[src/rtl/lightbus_pkg.sv]
`timescale 1ns/1ps
package lightbus_pkg;
    localparam int DATA_W     = 16;
    localparam int BYTE_W     = 8;
    localparam int LONG_BITS  = DATA_W + 1;
    localparam int SHORT_BITS = BYTE_W + 1;
    localparam int CNT_W      = $clog2(LONG_BITS + 1);

    typedef enum logic [1:0] {
        ST_IDLE = 2'd0,
        ST_PH0  = 2'd1,
        ST_PH1  = 2'd2
    } rx_state_e;
endpackage

[src/rtl/lightbus_sync.sv]
`timescale 1ns/1ps
module lightbus_sync #(
    parameter int STAGES = 2
) (
    input  logic clk,
    input  logic rst_n,
    input  logic line_i,
    input  logic invert_i,
    output logic prev_o,
    output logic edge_o,
    output logic rise_o
);
    logic [STAGES-1:0] sync_q;
    logic [STAGES:0]   arm_q;
    logic              prev_q;
    logic              cur;
    logic              armed;

    always_ff @(posedge clk or negedge rst_n) begin
        if (!rst_n) begin
            sync_q <= '0;
            arm_q  <= '0;
            prev_q <= 1'b0;
        end else begin
            sync_q <= {sync_q[STAGES-2:0], line_i ^ invert_i};
            arm_q  <= {arm_q[STAGES-1:0], 1'b1};
            prev_q <= sync_q[STAGES-1];
        end
    end

    assign cur    = sync_q[STAGES-1];
    assign armed  = arm_q[STAGES];
    assign prev_o = prev_q;
    assign edge_o = armed && (cur != prev_q);
    assign rise_o = edge_o && cur;

    assert_rise_from_low_R2: assert property (@(posedge clk) disable iff (!rst_n)
        rise_o |=> !prev_o == 1'b0);
endmodule

[src/rtl/lightbus_phase_timer.sv]
`timescale 1ns/1ps
module lightbus_phase_timer #(
    parameter int TE_CYC = 16
) (
    input  logic clk,
    input  logic rst_n,
    input  logic run_i,
    input  logic edge_i,
    output logic evt_o
);
    localparam int T15 = TE_CYC + TE_CYC / 2;
    localparam int CW  = $clog2(T15 + 1);

    logic [CW-1:0] cnt_q;
    logic          expire;

    assign expire = (cnt_q == CW'(T15));

    always_ff @(posedge clk or negedge rst_n) begin
        if (!rst_n)      cnt_q <= '0;
        else if (edge_i) cnt_q <= '0;
        else if (expire) cnt_q <= CW'(T15 - TE_CYC);
        else             cnt_q <= cnt_q + CW'(1);
    end

    assign evt_o = run_i && (edge_i || expire);

    assert_timer_range_R3: assert property (@(posedge clk) disable iff (!rst_n)
        cnt_q <= CW'(T15));
    assert_timer_restart_R3: assert property (@(posedge clk) disable iff (!rst_n)
        edge_i |=> cnt_q == '0);
endmodule

[src/rtl/lightbus_frame_fsm.sv]
`timescale 1ns/1ps
module lightbus_frame_fsm
    import lightbus_pkg::*;
(
    input  logic                clk,
    input  logic                rst_n,
    input  logic                rise_i,
    input  logic                evt_i,
    input  logic                lvl_i,
    output logic                run_o,
    output logic                valid_o,
    output logic                err_o,
    output logic                fwd_o,
    output logic [BYTE_W-1:0]   level_o,
    output logic [DATA_W-1:0]   payload_o
);
    rx_state_e          st_q, st_d;
    logic               ph0_q, ph0_d;
    logic [CNT_W-1:0]   n_q, n_d;
    logic [DATA_W-1:0]  sh_q, sh_d;
    logic               accept, fail;
    logic               is_long;

    assign is_long = (n_q == CNT_W'(LONG_BITS));

    always_comb begin
        st_d   = st_q;
        ph0_d  = ph0_q;
        n_d    = n_q;
        sh_d   = sh_q;
        accept = 1'b0;
        fail   = 1'b0;
        unique case (st_q)
            ST_IDLE: begin
                if (rise_i) begin
                    st_d  = ST_PH1;
                    ph0_d = 1'b0;
                    n_d   = '0;
                    sh_d  = '0;
                end
            end
            ST_PH0: begin
                if (evt_i) begin
                    ph0_d = lvl_i;
                    st_d  = ST_PH1;
                end
            end
            ST_PH1: begin
                if (evt_i) begin
                    if (lvl_i && ph0_q) begin
                        st_d = ST_IDLE;
                        if (is_long || n_q == CNT_W'(SHORT_BITS)) accept = 1'b1;
                        else                                       fail   = 1'b1;
                    end else if (is_long) begin
                        st_d = ST_IDLE;
                        fail = 1'b1;
                    end else begin
                        sh_d = {sh_q[DATA_W-2:0], lvl_i};
                        n_d  = n_q + CNT_W'(1);
                        st_d = ST_PH0;
                    end
                end
            end
            default: st_d = ST_IDLE;
        endcase
    end

    always_ff @(posedge clk or negedge rst_n) begin
        if (!rst_n) begin
            st_q  <= ST_IDLE;
            ph0_q <= 1'b0;
            n_q   <= '0;
            sh_q  <= '0;
        end else begin
            st_q  <= st_d;
            ph0_q <= ph0_d;
            n_q   <= n_d;
            sh_q  <= sh_d;
        end
    end

    always_ff @(posedge clk or negedge rst_n) begin
        if (!rst_n) begin
            valid_o   <= 1'b0;
            err_o     <= 1'b0;
            fwd_o     <= 1'b0;
            level_o   <= '0;
            payload_o <= '0;
        end else begin
            valid_o <= accept;
            err_o   <= fail;
            if (accept) begin
                fwd_o     <= is_long;
                level_o   <= is_long ? sh_q[DATA_W-1 -: BYTE_W] : sh_q[BYTE_W-1:0];
                payload_o <= is_long ? sh_q : '0;
            end
        end
    end

    assign run_o = (st_q != ST_IDLE);

    assert_no_overflow_R7: assert property (@(posedge clk) disable iff (!rst_n)
        n_q <= CNT_W'(LONG_BITS));
    assert_pulse_exclusive_R9: assert property (@(posedge clk) disable iff (!rst_n)
        !(valid_o && err_o));
    assert_valid_single_R9: assert property (@(posedge clk) disable iff (!rst_n)
        valid_o |=> !valid_o);
    assert_err_single_R9: assert property (@(posedge clk) disable iff (!rst_n)
        err_o |=> !err_o);
    assert_fields_hold_R10: assert property (@(posedge clk) disable iff (!rst_n)
        !valid_o |-> ($stable(level_o) && $stable(payload_o) && $stable(fwd_o)));
    assert_backward_zero_R4: assert property (@(posedge clk) disable iff (!rst_n)
        (valid_o && !fwd_o) |-> payload_o == '0);
endmodule

[src/rtl/lightbus_rx.sv]
`timescale 1ns/1ps
module lightbus_rx #(
    parameter int CLK_HZ      = 50_000_000,
    parameter int BIT_NS      = 1_666_700,
    parameter int SYNC_STAGES = 2
) (
    input  logic        clk,
    input  logic        rst_n,
    input  logic        line_i,
    input  logic        active_high_i,
    output logic        frame_valid_o,
    output logic        frame_fwd_o,
    output logic [7:0]  level_o,
    output logic [15:0] payload_o,
    output logic        frame_err_o
);
    localparam longint TE_L   = (longint'(CLK_HZ) * longint'(BIT_NS)) / 64'd2_000_000_000;
    localparam int     TE_CYC = int'(TE_L);

    logic prev_lvl, line_edge, line_rise, run, evt;

    lightbus_sync #(.STAGES(SYNC_STAGES)) u_sync (
        .clk      (clk),
        .rst_n    (rst_n),
        .line_i   (line_i),
        .invert_i (active_high_i),
        .prev_o   (prev_lvl),
        .edge_o   (line_edge),
        .rise_o   (line_rise)
    );

    lightbus_phase_timer #(.TE_CYC(TE_CYC)) u_timer (
        .clk    (clk),
        .rst_n  (rst_n),
        .run_i  (run),
        .edge_i (line_edge),
        .evt_o  (evt)
    );

    lightbus_frame_fsm u_fsm (
        .clk       (clk),
        .rst_n     (rst_n),
        .rise_i    (line_rise),
        .evt_i     (evt),
        .lvl_i     (prev_lvl),
        .run_o     (run),
        .valid_o   (frame_valid_o),
        .err_o     (frame_err_o),
        .fwd_o     (frame_fwd_o),
        .level_o   (level_o),
        .payload_o (payload_o)
    );

    initial begin
        assert_te_sane_R3: assert (TE_CYC >= 4);
    end
endmodule

[config.mk]
export PLATFORM = sky130hd
export DESIGN_NAME = lightbus_rx
export DESIGN_NICKNAME = d
export VERILOG_FILES = /design/src/rtl/lightbus_pkg.sv /design/src/rtl/lightbus_sync.sv /design/src/rtl/lightbus_phase_timer.sv /design/src/rtl/lightbus_frame_fsm.sv /design/src/rtl/lightbus_rx.sv
export SDC_FILE = /design/constraint.sdc
export NUM_CORES = 1
export LEC_CHECK = 0
export ABC_AREA = 1
export ABC_CLOCK_PERIOD_IN_PS = 2200
export BUFFER_PORTS_ARGS = -buffer_cell sky130_fd_sc_hd__buf_2
export CAP_MARGIN = 25
export CORE_UTILIZATION = 30
export CTS_CLUSTER_SIZE = 10
export DETAILED_ROUTE_END_ITERATION = 16
export GPL_TIMING_DRIVEN = 0
export PLACE_DENSITY = 0.44
export SYNTH_ARGS = -nofsm -noshare
export SYNTH_HDL_FRONTEND = slang
export SYNTH_SLANG_ARGS = --single-unit
[constraint.sdc]
create_clock -name clk -period 2.2 [get_ports clk]
set_input_delay 0.11 -clock clk [delete_from_list [all_inputs] [get_ports clk]]
set_output_delay 0.11 -clock clk [all_outputs]
set_load 0.005 [all_outputs]
* Yosys cells after proc, flatten, opt, wreduce, memory -nomap -nowiden
Cells that the tools add are included.
** Storage, ports and cells
- Register bits :: 73
- Bits of input ports :: 4
- Output and inout bits :: 27
- Word-level logic and storage cells :: 72
** Cells by class
- Add/subtract/negate cells :: 2
- Equal/unequal tests :: 11
- Multiplexer cells :: 32
- Bitwise gates (word level) :: 1
- Reduce and logical (&&, ||, !) cells :: 13
** Operators by type and width (number)
- 2-to-1 mux 16 bit :: 7
- one-hot mux 16 bit (2 select lines) :: 1
- 2-to-1 mux 5 bit :: 4
- adder 16 x 1 -> 16 bit (second input constant) :: 1
- equality test 16 bit (second input constant) :: 1
- 2-to-1 mux 1 bit :: 12
- inequality test 2 bit (second input constant) :: 5
- one-hot mux 5 bit (2 select lines) :: 1
- 2-to-1 mux 2 bit :: 4
- 2-to-1 mux 8 bit :: 1
- one-hot mux 2 bit (3 select lines) :: 1
- AND reduction 3 bit :: 2
- nonzero test 2 bit :: 3
- adder 5 x 1 -> 5 bit (second input constant) :: 1
- equality test 5 x 4 -> 1 bit (second input constant) :: 1
- equality test 5 bit (second input constant) :: 1
- AND reduction 5 bit :: 1
- logical AND 1 bit :: 4
- equality test 2 x 1 -> 1 bit (second input constant) :: 1
- equality test 2 bit (second input constant) :: 1
- zero test 2 bit :: 1
- logical OR 1 bit :: 2
- one-hot mux 1 bit (2 select lines) :: 1
- inequality test 1 bit :: 1
- bitwise XOR 1 bit :: 1

* Depth between registers and ports, before layout
Gate-level depths: netlist of the first run.
- Depth in word-level cells :: 6
- Depth in mapped cells :: 12
- Gate-level depth less buffers :: 12

* Hierarchy
A second synthesis of the first run with hierarchy kept.
** Unflattened totals
- Cells, all modules :: 432
- Area, all modules :: 3629.7 um2
** Modules (own cells, without submodules)
- lightbus_frame_fsm :: instances 1, cells each 289, area an instance 2494.9 um2, sequential area each 1276.2 um2
- lightbus_phase_timer :: instances 1, cells each 126, area an instance 939.7 um2, sequential area each 400.4 um2
- lightbus_sync :: instances 1, cells each 17, area an instance 195.2 um2, sequential area each 150.1 um2

* Worst setup path before layout of the first run
No wires, ideal clock.
- Path type :: reg-to-reg
- From :: register u_timer.cnt_q[0]
- To :: register u_fsm.payload_o[10]
- Library setup time :: 118 ps
- Data arrival time :: 1373 ps
- Data required time :: 2082 ps
- Slack :: 709 ps
- Cell stages (with the launch flop) :: 13
- Buffers on the path :: 1
- Clock period less this slack :: 1491 ps
- Cells stage by stage :: dfrtp_1 > inv_1 > ha_1 > nand2_1 > inv_1 > nand2_1 > nor2_1 > nand2_2 > nand2_4 > nand2_4 > buf_6 > nand2_1 > o21ai_2
** On the way
- Longest elaborated chain between the ends :: 5
** Ends and longest elaborated chain
- start: declaration :: line lightbus_phase_timer.sv:14 : logic [CW-1:0] cnt_q;
- start signal: assignment :: line lightbus_phase_timer.sv:22 : else if (expire) cnt_q <= CW'(T15 - TE_CYC);
- start signal: assignment :: line lightbus_phase_timer.sv:23 : else cnt_q <= cnt_q + CW'(1);
- equality test 16 bit :: line lightbus_phase_timer.sv:17 : assign expire = (cnt_q == CW'(T15));
- logical OR 1 bit :: line lightbus_phase_timer.sv:26 : assign evt_o = run_i && (edge_i || expire);
- logical AND 1 bit :: line lightbus_phase_timer.sv:26
- 2-to-1 mux 1 bit :: line lightbus_frame_fsm.sv:49 : if (evt_i) begin
- 2-to-1 mux 1 bit :: line lightbus_frame_fsm.sv:33 : unique case (st_q)
- end signal: assignment :: line lightbus_frame_fsm.sv:95 : payload_o <= is_long ? sh_q : '0;
- end: declaration :: line lightbus_frame_fsm.sv:15 : output logic [DATA_W-1:0] payload_o
Every way passes these cells.
A chain may end at the register's enable or synchronous reset.

* Worst setup path after layout of the first run
- From :: register u_timer.cnt_q[0]
- To :: register u_fsm.payload_o[11]
Same word-level chain as after synthesis.

==> key figures, run 1 <==
Finish
  • Diodes inserted: 0
  • Layout cell share with drive strength beyond 1: 0.213
  • Area Growth Syn to Fin: 18.7%
  • Final instance area: 0.00421 mm^2
  • Final core utilization: 0.367
  • # nets final: 464

Clock tree
  • CTS H-tree depth: 3
  • CTS tree: yes
  • CTS sink cnt: 73
  • Post-CTS setup buffer count: 0
  • Number of CTS-inserted buffers: 9
  • Cts repair resizes: 0
  • Clk_lat worst skew: 0.33 ns
  • CTS max path bufs: 2
  • CTS Hold Bufs: 3
  • Root Driver: clkbuf_16
  • Worst-path clk slew: 0.06 ns

Placed design
  • Port Buf Inserts: 30
  • GPL Wtd Cong: 0.795
  • Post-DP HPWL: 5770 um
  • Placement Cell Area: 0.00390 mm^2

Critical path
  • Worst r2r src: u_timer.cnt_q[0]$_DFF_PN0_
  • FF-to-FF path depth: 12
  • CP endpoint kind: flop
  • Crit path max fanout: 10
  • R2R Path End: u_fsm.payload_o[11]$_DFFE_PN0P_
  • Worst setup path class: reg -> reg
  • Worst R2R Setup Slack: 0.47 ns
  • Crit path required time: 2.43 ns
  • Setup crit start kind: flop
  • Crit path arrival time: 1.96 ns

Synth
  • Yosys warnings: 0
  • Post-Synthesis Cells: 411
  • Post-Syn Area per Cell: 8.62 um^2
  • Synthesized cell area: 0.00354 mm^2
  • Distinct cell type count after synthesis: 30
  • Post-synthesis sequential element count: 73
  • Sequential fraction of the synthesis area: 0.515
  • Synthesized Nets: 419

STA
  • RSZ-0062 raised after global routing: false
  • Hold violation count in the final report: 0
  • Setup Skew: 0.00680 ns
  • Setup Viol. Count Final: 0
  • Slew Limit Fails: 0
  • Min Tclk post-route: 1.73 ns
  • FMAX: 578 MHz
  • Setup TNS: 0 ns
  • Final period util: 0.787

Global routing
  • Pin count of the biggest net entering global routing: 47
  • Vias in the first global route: 2787
  • First-pass GRT wire length: 13800 um
  • Initial antenna violation count: 0
  • Total global routing overflow: 0
  • All-Layer GR Usage: 0.145

Die
  • Row count: 39
  • Die W: 111 um
  • CORE AREA: 0.0115 mm^2
  • Initial Utilization: 0.309
  • Ports: 31
  • DIE AREA: 0.0123 mm^2
  • Die Y: 111 um

Power and ir drop
  • Clk pwr share: 0.354
  • Reg power frac: 0.414
  • Internal Power: 2.56 mW
  • Sw Ratio: 0.329
  • Worst IR drop on VDD: 0.304 mV
  • Total power: 3.81 mW
  • P_leak: 2.15 nW
  • Comb power frac: 0.232
  • Switching power total: 1.25 mW
  • Cell Pwr Density: 905 mW/mm^2

Detailed routing
  • DR WL/cell: 13.1 um
  • Initial DRC count: 123
  • Routed Wire Length: 7920 um
  • Pre-antenna DRT Iters: 4
  • DR vias: 2769
  • Antenna Nets Post-Route: 0
  • DRC viols: 0
  • Vias/cell: 4.58

Flow run
  • Max-cap viol count: 0

Min path
  • Classification of the worst-slack hold path: in -> async

Status
  • Status: completed
==> per-layer routing <==
| layer | wire (um) | track usage |
|---|---|---|
| met1 | 4100 | 0.198 |
| met2 | 3480 | 0.217 |
| met3 | 162 | 0.0257 |
| met4 | 172 | 0.0773 |
| met5 | 0 | 0 |
==> worst max path at each step <==
stage,end,slack (ns),depth (start not counted),start
2_1_floorplan,u_fsm.payload_o[10]$_DFFE_PN0P_,0.71,12,u_timer.cnt_q[0]$_DFF_PN0_
3_3_place_gp,u_fsm.payload_o[14]$_DFFE_PN0P_,0.44,12,u_timer.cnt_q[0]$_DFF_PN0_
3_5_place_dp,u_fsm.payload_o[13]$_DFFE_PN0P_,0.44,12,u_timer.cnt_q[0]$_DFF_PN0_
4_1_cts,u_fsm.payload_o[13]$_DFFE_PN0P_,0.44,12,u_timer.cnt_q[0]$_DFF_PN0_
5_1_grt,u_fsm.payload_o[0]$_DFFE_PN0P_,0.32,12,u_timer.cnt_q[0]$_DFF_PN0_
6_report,u_fsm.payload_o[11]$_DFFE_PN0P_,0.47,12,u_timer.cnt_q[0]$_DFF_PN0_
==> sequential cells by signal, summed over array words and instances (netlist names) <==
signal           flops
u_timer.cnt_q       16
u_sync.arm_q         3
u_sync.sync_q        2
u_fsm.err_o          1
u_fsm.st_q           2
u_fsm.n_q            5
u_fsm.valid_o        1
u_sync.prev_o        1
u_fsm.fwd_o          1
u_fsm.payload_o     16
u_fsm.level_o        8
u_fsm.ph0_q          1
u_fsm.sh_q          16
==> stage by stage <==
step / hold WS [ns] / instances / setup WS (ns)
floorplan: -0.186 / 411 / 0.709
global route: 0.313 / 604 / 0.315
detailed placement: 0.0662 / 585 / 0.443
CTS: 0.269 / 604 / 0.436
global placement: 0.296 / 584 / 0.444
finish: 0.256 / 604 / 0.469
==> power groups by stage <==
stage | logic [mW] | clock network (mW) | registers (mW)
floorplan | 0.682 | 0 | 1.56
global placement | 0.886 | 0 | 1.60
detailed placement | 0.897 | 0 | 1.60
CTS | 0.906 | 1.40 | 1.57
global route | 1.01 | 1.46 | 1.59
finish | 0.884 | 1.35 | 1.58
==> layout make-up <==
| class | instances | area [um^2] |
|---|---|---|
| Buffer | 13 | 128 |
| Clock buffer | 11 | 243 |
| Clock inverter | 5 | 31.3 |
| Fill cell | 1200 | 7260 |
| Inverter | 35 | 135 |
| Multi-Input combinational cell | 290 | 1460 |
| Sequential cell | 73 | 1830 |
| Tap cell | 143 | 179 |
| Timing Repair Buffer | 34 | 210 |
==> logic make-up (layout without fill, tap and decap cells) <==
| family | count (synthesis) | in the layout | share of synthesized area |
|---|---|---|---|
| xor+xnor | 6 | 6 | 0.0148 |
| flops | 73 | 73 | 0.515 |
| other cells | 1 | 1 | 0.00106 |
| buf+inv | 48 | 98 | 0.0741 |
| compound gates | 32 | 32 | 0.0642 |
| simple gates | 247 | 247 | 0.316 |
| fa+ha+maj | 4 | 4 | 0.0141 |
==> synth_stat cells <==
master,instances,area (um^2)
o21ai_2,17,149
dfrtp_1,73,1830
a21oi_1,8,40.0
o21bai_1,1,7.51
nand4_1,27,169
nor3b_1,1,7.51
buf_4,5,37.5
conb_1,1,3.75
ha_1,4,50.1
nor2_2,3,18.8
nand3_2,1,10.0
nand2_1,152,571
o21ai_0,4,20.0
nand3_1,17,85.1
buf_6,8,90.1
nand2_2,4,25.0
nand3_4,2,35.0
or2_0,1,6.26
clkinv_2,1,5.00
xor2_1,4,35.0
a31oi_1,1,6.26
inv_4,1,6.26
inv_2,5,18.8
nor2_4,2,22.5
nor3_1,8,40.0
nor2_1,26,97.6
nand2_4,3,33.8
o21ai_1,1,5.00
inv_1,28,105
xnor2_1,2,17.5
==> worst max-delay path, cell delays in order (launching register included) <==
cell     delay (ns)
dfrtp_1        0.41
inv_1          0.07
ha_1           0.16
nand2_1        0.06
inv_1          0.06
nand2_1        0.04
nor2_1         0.11
nand2_2        0.13
nand2_4        0.15
nand2_4        0.13
buf_6          0.18
nand2_1        0.07
o21ai_2        0.05
==> cells in the final DEF, fill, tap and decap left out, drive strengths merged <==
master,Yosys,routed
nor2,31,31
clkbuf,0,11
dfrtp,73,73
buf,13,44
inv,34,34
nor3,8,8
o21ai,22,22
conb,1,1
ha,4,4
o21bai,1,1
a31oi,1,1
nand3,20,20
dlygate4sd3,0,3
clkinvlp,0,1
clkinv,1,5
or2,1,1
xnor2,2,2
xor2,4,4
nor3b,1,1
a21oi,8,8
nand4,27,27
nand2,159,159
(Power assumes the default switching activity.)
==> run 2, diff against run 1 <==
--- a/config.mk
+++ b/config.mk
@@ -6,7 +6,7 @@
 export NUM_CORES = 1
 export LEC_CHECK = 0
 export ABC_AREA = 1
-export ABC_CLOCK_PERIOD_IN_PS = 2200
+export ABC_CLOCK_PERIOD_IN_PS = 1600
 export BUFFER_PORTS_ARGS = -buffer_cell sky130_fd_sc_hd__buf_2
 export CAP_MARGIN = 25
 export CORE_UTILIZATION = 30
==> constraint.sdc (replaced) <==
create_clock -name clk -period 1.6 [get_ports clk]
set_input_delay 0.08 -clock clk [delete_from_list [all_inputs] [get_ports clk]]
set_output_delay 0.08 -clock clk [all_outputs]
set_load 0.005 [all_outputs]
==> key figures, run 2 (synthesis results as in run 1) <==
Status
  • Status: complete, but fails checks
  • Violated checks: setup timing

Clock tree
  • Root Driver: clkbuf_16
  • CTS max path bufs: 2
  • Worst-path clk slew: 0.06 ns
  • CTS H-tree depth: 3
  • CTS tree: yes
  • Clk_lat worst skew: 0.34 ns
  • Number of CTS-inserted buffers: 9
  • CTS sink cnt: 73

STA
  • Setup Skew: 0.00669 ns
  • Slew Limit Fails: 0
  • FMAX: 606 MHz
  • Final setup margin: -0.0513 ns
  • Setup TNS: -1.03 ns
  • RSZ-0062 raised after global routing: true
  • Min Tclk post-route: 1.65 ns
  • Final period util: 1.03
  • Hold violation count in the final report: 0
  • Hold slack: 0.220 ns
  • Setup Viol. Count Final: 45

Critical path
  • CP endpoint kind: flop
  • Crit path max fanout: 6
  • Worst setup path class: reg -> reg
  • Crit path required time: 1.83 ns
  • Crit path arrival time: 1.88 ns
  • Setup crit start kind: flop

Finish
  • Layout cell share with drive strength beyond 1: 0.377
  • Fillers: 1139
  • Regs by FF count: u_fsm.payload_o x16, u_fsm.sh_q x16, u_timer.cnt_q x16
  • Diodes inserted: 0
  • Area Growth Syn to Fin: 37.5%
  • Final instance area: 0.00487 mm^2
  • Non-Filler Instances: 631
  • Commonest cells after routing, fill and taps aside: nand2_1 (111), dfrtp_1 (72), buf_2 (29)
  • Final core utilization: 0.425
  • # nets final: 491
  • Most common cell after layout, fill and taps aside: nand2_1

Placed design
  • Port Buf Inserts: 30
  • Placed cell count: 585
  • Post-DP HPWL: 5770 um
  • DP Worst Slack: -0.157 ns
  • Placement Cell Area: 0.00390 mm^2
  • GPL Wtd Cong: 0.795

Power and ir drop
  • P_leak: 2.38 nW
  • Sw Ratio: 0.337
  • Comb power frac: 0.295
  • Total power: 5.72 mW
  • Switching power total: 1.93 mW
  • Worst IR drop on VDD: 0.477 mV
  • Cell Pwr Density: 1170 mW/mm^2
  • Internal Power: 3.79 mW
  • Reg power frac: 0.380
  • Clk pwr share: 0.325

Die
  • DIE AREA: 0.0123 mm^2
  • Ports: 31
  • CORE AREA: 0.0115 mm^2
  • Die Y: 111 um
  • Die W: 111 um
  • Row count: 39
  • Initial Utilization: 0.309

Global routing
  • Pin count of the biggest net entering global routing: 47
  • Vias in the first global route: 2804
  • Met2 GRT Util: 0.215
  • First-pass GRT wire length: 14000 um
  • Initial antenna violation count: 0
  • Total global routing overflow: 0
  • Gr busiest metal: met2
  • All-Layer GR Usage: 0.147
  • GR Util met1: 0.206
  • Grt met3 use: 0.0257

Detailed routing
  • DR WL/cell: 14.0 um
  • Routed Wire Length: 8810 um
  • Vias/cell: 4.68
  • DR vias: 2950
  • Pre-antenna DRT Iters: 4
  • Antenna Nets Post-Route: 0
  • Initial DRC count: 123
  • DRC viols: 0

Flow run
  • Max-cap viol count: 0

Min path
  • Classification of the worst-slack hold path: in -> async
==> run 2: changes by cell type in the layout (fill, tap and decap cells not counted), sizes merged <==
cell    delta
buf       +22
clkbuf     +4
nand2      +1
==> run 2: cell type report <==
type | count | area (um^2) | area share
clock inverters | 5 | 31.3 | 0.00642
plain buffers | 13 | 155 | 0.0318
repair buffers | 60 | 503 | 0.103
flip-flops and latches | 73 | 1830 | 0.375
inverters | 35 | 141 | 0.0290
clock buffers | 11 | 243 | 0.0498
well taps | 143 | 179 | 0.0367
multi-input cells | 291 | 1790 | 0.368
==> run 2: final timing paths <==
check	from	end	slack (ns)	cells after the start
max in group asynchronous	rst_n	u_fsm.valid_o$_DFF_PN0_	0.82	3
min in group clk	u_sync.sync_q[0]$_DFF_PN0_	u_sync.sync_q[1]$_DFF_PN0_	0.35	0
hold / removal	rst_n	u_timer.cnt_q[9]$_DFF_PN0_	0.22	2
hold reg to reg	u_sync.sync_q[0]$_DFF_PN0_	u_sync.sync_q[1]$_DFF_PN0_	0.35	0
setup / recovery	u_timer.cnt_q[0]$_DFF_PN0_	u_fsm.payload_o[9]$_DFFE_PN0P_	-0.05	12
setup reg to reg	u_timer.cnt_q[0]$_DFF_PN0_	u_fsm.payload_o[9]$_DFFE_PN0P_	-0.05	12
==> run 2: layer usage <==
layer  wire length [um]  up-vias
li1                   -     1468
met1               4440     1431
met2               3970       37
met3                202       14
met4                202        0
met5                  0        -
==> run 2: power by group through the flow <==
| stage | combinational [mW] | clock, mW | sequential, mW |
|---|---|---|---|
| floorplan | 0.938 | 0 | 2.15 |
| global placement | 1.22 | 0 | 2.20 |
| detailed placement | 1.23 | 0 | 2.20 |
| CTS | 1.37 | 1.92 | 2.15 |
| global route | 1.87 | 2.01 | 2.20 |
| finish | 1.69 | 1.86 | 2.17 |
==> run 2: critical path: stages, from the launching register on <==
cell and delay (ns):
dfrtp_1 0.39, inv_1 0.07, ha_2 0.17, nand2_1 0.05, inv_1 0.05, nand2_1 0.05
nor2_2 0.12, nand2_4 0.11, nand2_8 0.12, nand2_8 0.11, clkbuf_16 0.20, nand2_4 0.05
o21ai_2 0.04
==> run 2: what timing repair did <==
action / 4_1_cts / 5_1_grt
hold buffers: 3 / 0
pin swaps: 7 / 26
endpoints found under the hold margin: 28 / 0
cloned: 0 / 5
buffers inserted: 11 / 11
resized for setup: 12 / 90
setup endpoints to repair: 50 / 61
